==> src/rtl/sync_tgen_pkg.sv <==
package sync_tgen_pkg;

    typedef enum logic [1:0] {
        GEN_RUN  = 2'd0,
        GEN_OFF  = 2'd1,
        GEN_STBY = 2'd2
    } gen_state_e;

    // standby dominates the sync-disable request
    function automatic gen_state_e pick_state(input logic stby, input logic off);
        gen_state_e st;
        if (stby)     st = GEN_STBY;
        else if (off) st = GEN_OFF;
        else          st = GEN_RUN;
        return st;
    endfunction

endpackage

==> src/rtl/sync_pix_ctr.sv <==
module sync_pix_ctr #(
    parameter int LINE_CLKS = 1270,
    parameter int PIX_W     = $clog2(LINE_CLKS)
) (
    input  logic             clk,
    input  logic             rst_n,
    input  logic             run,
    output logic [PIX_W-1:0] pix,
    output logic             line_end
);
    localparam logic [PIX_W-1:0] PIX_LAST = PIX_W'(LINE_CLKS - 1);

    typedef struct packed {
        logic [PIX_W-1:0] pix;
    } pix_state_t;

    pix_state_t s_d, s_q;

    always_comb begin
        s_d = s_q;
        if (!run)
            s_d.pix = '0;
        else if (s_q.pix == PIX_LAST)
            s_d.pix = '0;
        else
            s_d.pix = s_q.pix + 1'b1;
    end

    always_ff @(posedge clk or negedge rst_n) begin
        if (!rst_n) s_q <= '0;
        else        s_q <= s_d;
    end

    assign pix      = s_q.pix;
    assign line_end = run && (s_q.pix == PIX_LAST);


    pix_range_chk: assert property (@(posedge clk) disable iff (!rst_n)
        s_q.pix <= PIX_LAST);


    pix_halt_clear_chk: assert property (@(posedge clk) disable iff (!rst_n)
        !run |=> (s_q.pix == '0));

endmodule

==> src/rtl/sync_line_ctr.sv <==
module sync_line_ctr #(
    parameter int FULL_LINES  = 792,
    parameter int DRAFT_LINES = 264,
    parameter int RD_LINE     = 7,
    parameter int LINE_W      = $clog2(FULL_LINES)
) (
    input  logic              clk,
    input  logic              rst_n,
    input  logic              run,
    input  logic              line_end,
    input  logic              full_req,
    output logic [LINE_W-1:0] line,
    output logic              frame_start,
    output logic              full_act
);
    localparam logic [LINE_W-1:0] FULL_LAST  = LINE_W'(FULL_LINES - 1);
    localparam logic [LINE_W-1:0] DRAFT_LAST = LINE_W'(DRAFT_LINES - 1);
    localparam logic [LINE_W-1:0] RD_PREV    = LINE_W'(RD_LINE - 1);

    typedef struct packed {
        logic [LINE_W-1:0] line;
        logic              frame_start;
        logic              full_act;
    } line_state_t;

    line_state_t s_d, s_q;
    logic [LINE_W-1:0] last_line;

    always_comb begin
        last_line     = s_q.full_act ? FULL_LAST : DRAFT_LAST;
        s_d           = s_q;
        s_d.frame_start = 1'b0;
        if (!run) begin
            s_d.line = '0;
        end else if (line_end) begin
            if (s_q.line == last_line) begin
                s_d.line        = '0;
                s_d.frame_start = 1'b1;
            end else begin
                s_d.line = s_q.line + 1'b1;
            end
            // mode request taken only when entering the readout line
            if (s_q.line == RD_PREV)
                s_d.full_act = full_req;
        end
    end

    always_ff @(posedge clk or negedge rst_n) begin
        if (!rst_n) s_q <= '0;
        else        s_q <= s_d;
    end

    assign line        = s_q.line;
    assign frame_start = s_q.frame_start;
    assign full_act    = s_q.full_act;


    line_range_chk: assert property (@(posedge clk) disable iff (!rst_n)
        (s_q.line <= FULL_LAST) && (s_q.full_act || (s_q.line <= DRAFT_LAST)));


    mode_boundary_chk: assert property (@(posedge clk) disable iff (!rst_n)
        (s_q.full_act != $past(s_q.full_act)) |-> $past(line_end && (s_q.line == RD_PREV)));


    frame_start_line_chk: assert property (@(posedge clk) disable iff (!rst_n)
        s_q.frame_start |-> (s_q.line == '0));


    frame_start_single_chk: assert property (@(posedge clk) disable iff (!rst_n)
        s_q.frame_start |=> !s_q.frame_start);

endmodule

==> src/rtl/sync_out_stage.sv <==
module sync_out_stage
    import sync_tgen_pkg::*;
#(
    parameter int HS_WIDTH = 32,
    parameter int PIX_W    = 11,
    parameter int LINE_W   = 10
) (
    input  logic              clk,
    input  logic              rst_n,
    input  gen_state_e        state,
    input  logic [PIX_W-1:0]  pix,
    input  logic [LINE_W-1:0] line,
    output logic              line_sync_n,
    output logic              frame_sync_n
);
    localparam logic [PIX_W-1:0] HS_LIM = PIX_W'(HS_WIDTH);

    typedef struct packed {
        logic ls_n;
        logic fs_n;
    } out_state_t;

    out_state_t s_d, s_q;

    always_comb begin
        if (state != GEN_RUN) begin
            s_d.ls_n = 1'b0;
            s_d.fs_n = 1'b0;
        end else begin
            s_d.ls_n = (pix >= HS_LIM);
            s_d.fs_n = (line != '0);
        end
    end

    // outputs launched on the falling edge, half a clock after the counters
    always_ff @(negedge clk or negedge rst_n) begin
        if (!rst_n) s_q <= '0;
        else        s_q <= s_d;
    end

    assign line_sync_n  = s_q.ls_n;
    assign frame_sync_n = s_q.fs_n;


    halt_forces_low_chk: assert property (@(negedge clk) disable iff (!rst_n)
        (state != GEN_RUN) |=> (!s_q.ls_n && !s_q.fs_n));


    frame_sync_line0_chk: assert property (@(negedge clk) disable iff (!rst_n)
        ((state == GEN_RUN) && (line != '0)) |=> s_q.fs_n);

endmodule

==> src/rtl/sync_tgen.sv <==
module sync_tgen
    import sync_tgen_pkg::*;
#(
    parameter int LINE_CLKS   = 1270,
    parameter int HS_WIDTH    = 32,
    parameter int FULL_LINES  = 792,
    parameter int DRAFT_LINES = 264,
    parameter int RD_LINE     = 7
) (
    input  logic                          clk,
    input  logic                          rst_n,
    input  logic                          full_mode,
    input  logic                          sync_off,
    input  logic                          standby,
    output logic                          line_sync_n,
    output logic                          frame_sync_n,
    output logic [$clog2(FULL_LINES)-1:0] line_cnt,
    output logic [$clog2(LINE_CLKS)-1:0]  pix_cnt,
    output logic                          frame_start
);
    localparam int PIX_W  = $clog2(LINE_CLKS);
    localparam int LINE_W = $clog2(FULL_LINES);

    gen_state_e        gen_st;
    logic              run;
    logic              line_end;
    logic              full_act;
    logic [PIX_W-1:0]  pix;
    logic [LINE_W-1:0] line;

    always_comb begin
        gen_st = pick_state(standby, sync_off);
        run    = (gen_st == GEN_RUN);
    end

    sync_pix_ctr #(
        .LINE_CLKS (LINE_CLKS),
        .PIX_W     (PIX_W)
    ) u_pix (
        .clk      (clk),
        .rst_n    (rst_n),
        .run      (run),
        .pix      (pix),
        .line_end (line_end)
    );

    sync_line_ctr #(
        .FULL_LINES  (FULL_LINES),
        .DRAFT_LINES (DRAFT_LINES),
        .RD_LINE     (RD_LINE),
        .LINE_W      (LINE_W)
    ) u_line (
        .clk         (clk),
        .rst_n       (rst_n),
        .run         (run),
        .line_end    (line_end),
        .full_req    (full_mode),
        .line        (line),
        .frame_start (frame_start),
        .full_act    (full_act)
    );

    sync_out_stage #(
        .HS_WIDTH (HS_WIDTH),
        .PIX_W    (PIX_W),
        .LINE_W   (LINE_W)
    ) u_out (
        .clk          (clk),
        .rst_n        (rst_n),
        .state        (gen_st),
        .pix          (pix),
        .line         (line),
        .line_sync_n  (line_sync_n),
        .frame_sync_n (frame_sync_n)
    );

    assign pix_cnt  = pix;
    assign line_cnt = line;


    strobe_at_origin_chk: assert property (@(posedge clk) disable iff (!rst_n)
        frame_start |-> (pix == '0));


    standby_clears_chk: assert property (@(posedge clk) disable iff (!rst_n)
        standby |=> ((pix == '0) && (line == '0) && !frame_start));


    draft_peak_chk: assert property (@(posedge clk) disable iff (!rst_n)
        (!full_act && line_end && (line == LINE_W'(DRAFT_LINES - 1))) |=> (line == '0));

endmodule

==> config.mk <==
export PLATFORM = sky130hd
export DESIGN_NAME = sync_tgen
export DESIGN_NICKNAME = d
export VERILOG_FILES = /design/src/rtl/sync_tgen_pkg.sv /design/src/rtl/sync_pix_ctr.sv /design/src/rtl/sync_line_ctr.sv /design/src/rtl/sync_out_stage.sv /design/src/rtl/sync_tgen.sv
export SDC_FILE = /design/constraint.sdc
export NUM_CORES = 1
export LEC_CHECK = 0
export BUFFER_PORTS_ARGS = -buffer_cell sky130_fd_sc_hd__buf_2
export CAP_MARGIN = 10
export CORE_MARGIN = 1
export CORE_UTILIZATION = 53
export DETAILED_ROUTE_END_ITERATION = 10
export HOLD_SLACK_MARGIN = 0.06
export PLACE_DENSITY = 0.78
export SYNTH_ARGS = -nofsm -noshare
export SYNTH_HDL_FRONTEND = slang
export SYNTH_SLANG_ARGS = --single-unit
==> constraint.sdc <==
create_clock -name clk -period 2.3 [get_ports clk]
set_input_delay 0.46 -clock clk [delete_from_list [all_inputs] [get_ports clk]]
set_output_delay 0.46 -clock clk [all_outputs]
set_load 0.01 [all_outputs]
==> impl_metrics.env <==
export IMPL_dp_cells=205
export IMPL_drt_total_wl_microns=3060
export IMPL_rsz0062_at_grt="true"
export IMPL_ant_nets=0
export IMPL_vias_per_cell=5.66
export IMPL_core_area_sq_mm=0.00245
export IMPL_clockRootBuffer="clkbuf_4"
export IMPL_place_congestion=0.785
export IMPL_crit_arrival_ps=1560
export IMPL_reg2reg_slack_ps=-250
export IMPL_drt_iter0_drc=31
export IMPL_drv_slew=0
export IMPL_vias=1195
export IMPL_port_buffer_count=28
export IMPL_setup_violations_final=3
export IMPL_ir_worst_vdd_uv=286
export IMPL_cts_sinks=25
export IMPL_syn_area_sq_mm=0.00137
export IMPL_whs_ps=366
export IMPL_numCtsBuffers=3
export IMPL_place_hpwl_microns=2210
export IMPL_ys_flop_type="dfrtp_1"
export IMPL_netlist_top_cells_area="dfrtp_1 42%, ha_1 5.5%, xnor2_1 3.8%"
export IMPL_grt_pass1_wl_microns=4860
export IMPL_clkTransAtPathRegs_ps=140
export IMPL_violations="setup timing"
export IMPL_first_pass_iters=4
export IMPL_skew_ps=9.33
export IMPL_critPathKind="reg2reg"
export IMPL_worstPathMaxFanout=2
export IMPL_ys_types=43
export IMPL_crit_path_end_kind="flop"
export IMPL_grt_overflow=0
export IMPL_wl_per_cell_microns=14.5
export IMPL_cts_htree_levels=1
export IMPL_die_area_sq_mm=0.00280
export IMPL_synth_top_cells_by_count="23 x dfrtp_1, 13 x nor2_1, 11 x inv_1"
export IMPL_nets=193
export IMPL_finalPower_mw=0.692
export IMPL_avgSynthCellArea_sq_um=10.0
export IMPL_layout_setup_ws_ps=-248
export IMPL_yosys_warnings=0
export IMPL_clk_insertion_delay_late_ps=320
export IMPL_area_growth_pct=23.9
export IMPL_hold_viol_final=0
export IMPL_synth_seq_area_share=0.456
export IMPL_synth_edff_count=0
export IMPL_yosys_cell_count_top_type="dfrtp_1"
export IMPL_p_leak_nw=0.829
export IMPL_synth_largest_area_cell="dfrtp_1"
export IMPL_clockBufferDepth=2
export IMPL_drive_above_1_share=0.309
export IMPL_ios=29
export IMPL_critPathRequiredTime_ps=1310
export IMPL_hold_class="in2reg"
export IMPL_slew_limit_headroom=0.736
export IMPL_die_h_microns=52.9
export IMPL_fin_cells=211
export IMPL_maxCapViolations=0
export IMPL_grt_usage=0.238
export IMPL_rows=18
export IMPL_nFillCells=193
export IMPL_grt_pass1_vias=1116
export IMPL_start_kind="flop"
export IMPL_yosysTopAreaCellShare=0.419
export IMPL_synth_seq_cells=25
export IMPL_syn_instance_count=137
export IMPL_antenna_cells=0
export IMPL_tightestPinTransition_ps=392
export IMPL_power_density_mw_per_mm2=407
export IMPL_start_util=0.559
export IMPL_die_x_microns=52.9
export IMPL_drcViolationCount=0
export IMPL_syn_num_nets=148
export IMPL_status="complete, but fails checks"
export IMPL_cts_tree="done"
export IMPL_antenna_found_initial=0
export IMPL_grt_max_degree=17
export IMPL_synthArstFlopShare=1.00
-- cell families (layout without fill, tap and decap cells) --
kind of cell               count (synthesis)  in the layout  share of synthesized area
adders and majority gates                  6              6                     0.0547
AOI/OAI and AO/OA                         21             21                      0.119
buffers and inverters                     16             60                     0.0529
xor gates and xnor gates                  10             10                     0.0638
DFF                                       25             25                      0.456
and+or+nand+nor                           57             57                      0.239
muxes                                      2              2                     0.0155
-- placed cells by master, fill, tap and decap left out, types with 4 or more instances in the layout --
cell     count
nand3_1      7
nor4_1       4
nor2_1      13
xnor2_1      6
inv_1       11
xor2_1       4
dfrtp_1     23
o21ai_0      4
nand2_1      4
buf_2       28
nand4_1      4
buf_4       16
ha_1         6
-- report_power, final --
part           internal [mW]  total (mW)  switching (mW)
registers              0.443       0.445         0.00203
clock network         0.0651       0.199           0.134
logic                 0.0201      0.0485          0.0285
total                  0.528       0.692           0.164
-- routing by layer --
metal / wire, microns / up-vias / track usage
met5: 0 / - / 0
met4: 22 / 0 / 0.0789
met3: 140 / 4 / 0.0259
met2: 1440 / 31 / 0.361
met1: 1460 / 582 / 0.351
li1: - / 578 / -
-- critical path: stages, from the launching register on --
cell,delay (ps)
dfrtp_1,420
or4_4,540
nor4_4,170
a31oi_1,110
-- cell type report --
class / instances / area [sq um] / share of cell area
multi-input cells: 96 / 698 / 0.411
flip-flops and latches: 25 / 626 / 0.368
repair buffers: 45 / 270 / 0.159
inverters: 11 / 41.3 / 0.0243
well taps: 30 / 37.5 / 0.0221
clock buffers: 3 / 22.5 / 0.0132
clock inverters: 1 / 5.00 / 0.00294
-- path summary, 6_finish.rpt --
check                           cells past startpoint                         from                      endpoint
worst max-delay path                                3   u_line.line[7]$_DFFE_PN0P_  u_out.frame_sync_n$_DFF_NN0_
worst min-delay path                                2                    full_mode   u_line.full_act$_DFFE_PN0P_
worst max register to register                      3   u_line.line[7]$_DFFE_PN0P_  u_out.frame_sync_n$_DFF_NN0_
worst min register to register                      1  u_line.full_act$_DFFE_PN0P_   u_line.full_act$_DFFE_PN0P_
max in group asynchronous                           2                        rst_n  u_out.frame_sync_n$_DFF_NN0_
min in group asynchronous                           2                        rst_n        u_pix.pix[9]$_DFF_PN0_
-- state kept, by name, indices dropped and copies added (netlist names) --
| name | flops |
|---|---|
| u_line.full_act | 1 |
| u_pix.pix | 11 |
| u_out.line_sync_n | 1 |
| u_line.line | 10 |
| u_line.frame_start | 1 |
| u_out.frame_sync_n | 1 |
-- metrics by stage --
stage | TNS [ps] | utilization | setup slack, ps | cell area, sq um
after floorplan | -256 | - | -256 | 1380
after detailed placement | -222 | 0.671 | -222 | 1650
after global placement | -191 | 0.671 | -191 | 1650
final | -526 | 0.693 | -248 | 1700
after global routing | -622 | 0.693 | -282 | 1700
after CTS | -520 | 0.690 | -233 | 1690
-- what timing repair did --
action | CTS | global route
setup endpoints to repair | 3 | 3
endpoints found under the hold margin | 7 | 0
hold buffers | 1 | 0
resized for setup | 1 | 0
setup buffers | 0 | 1
No activity file was read; power rests on OpenSTA's default activity.
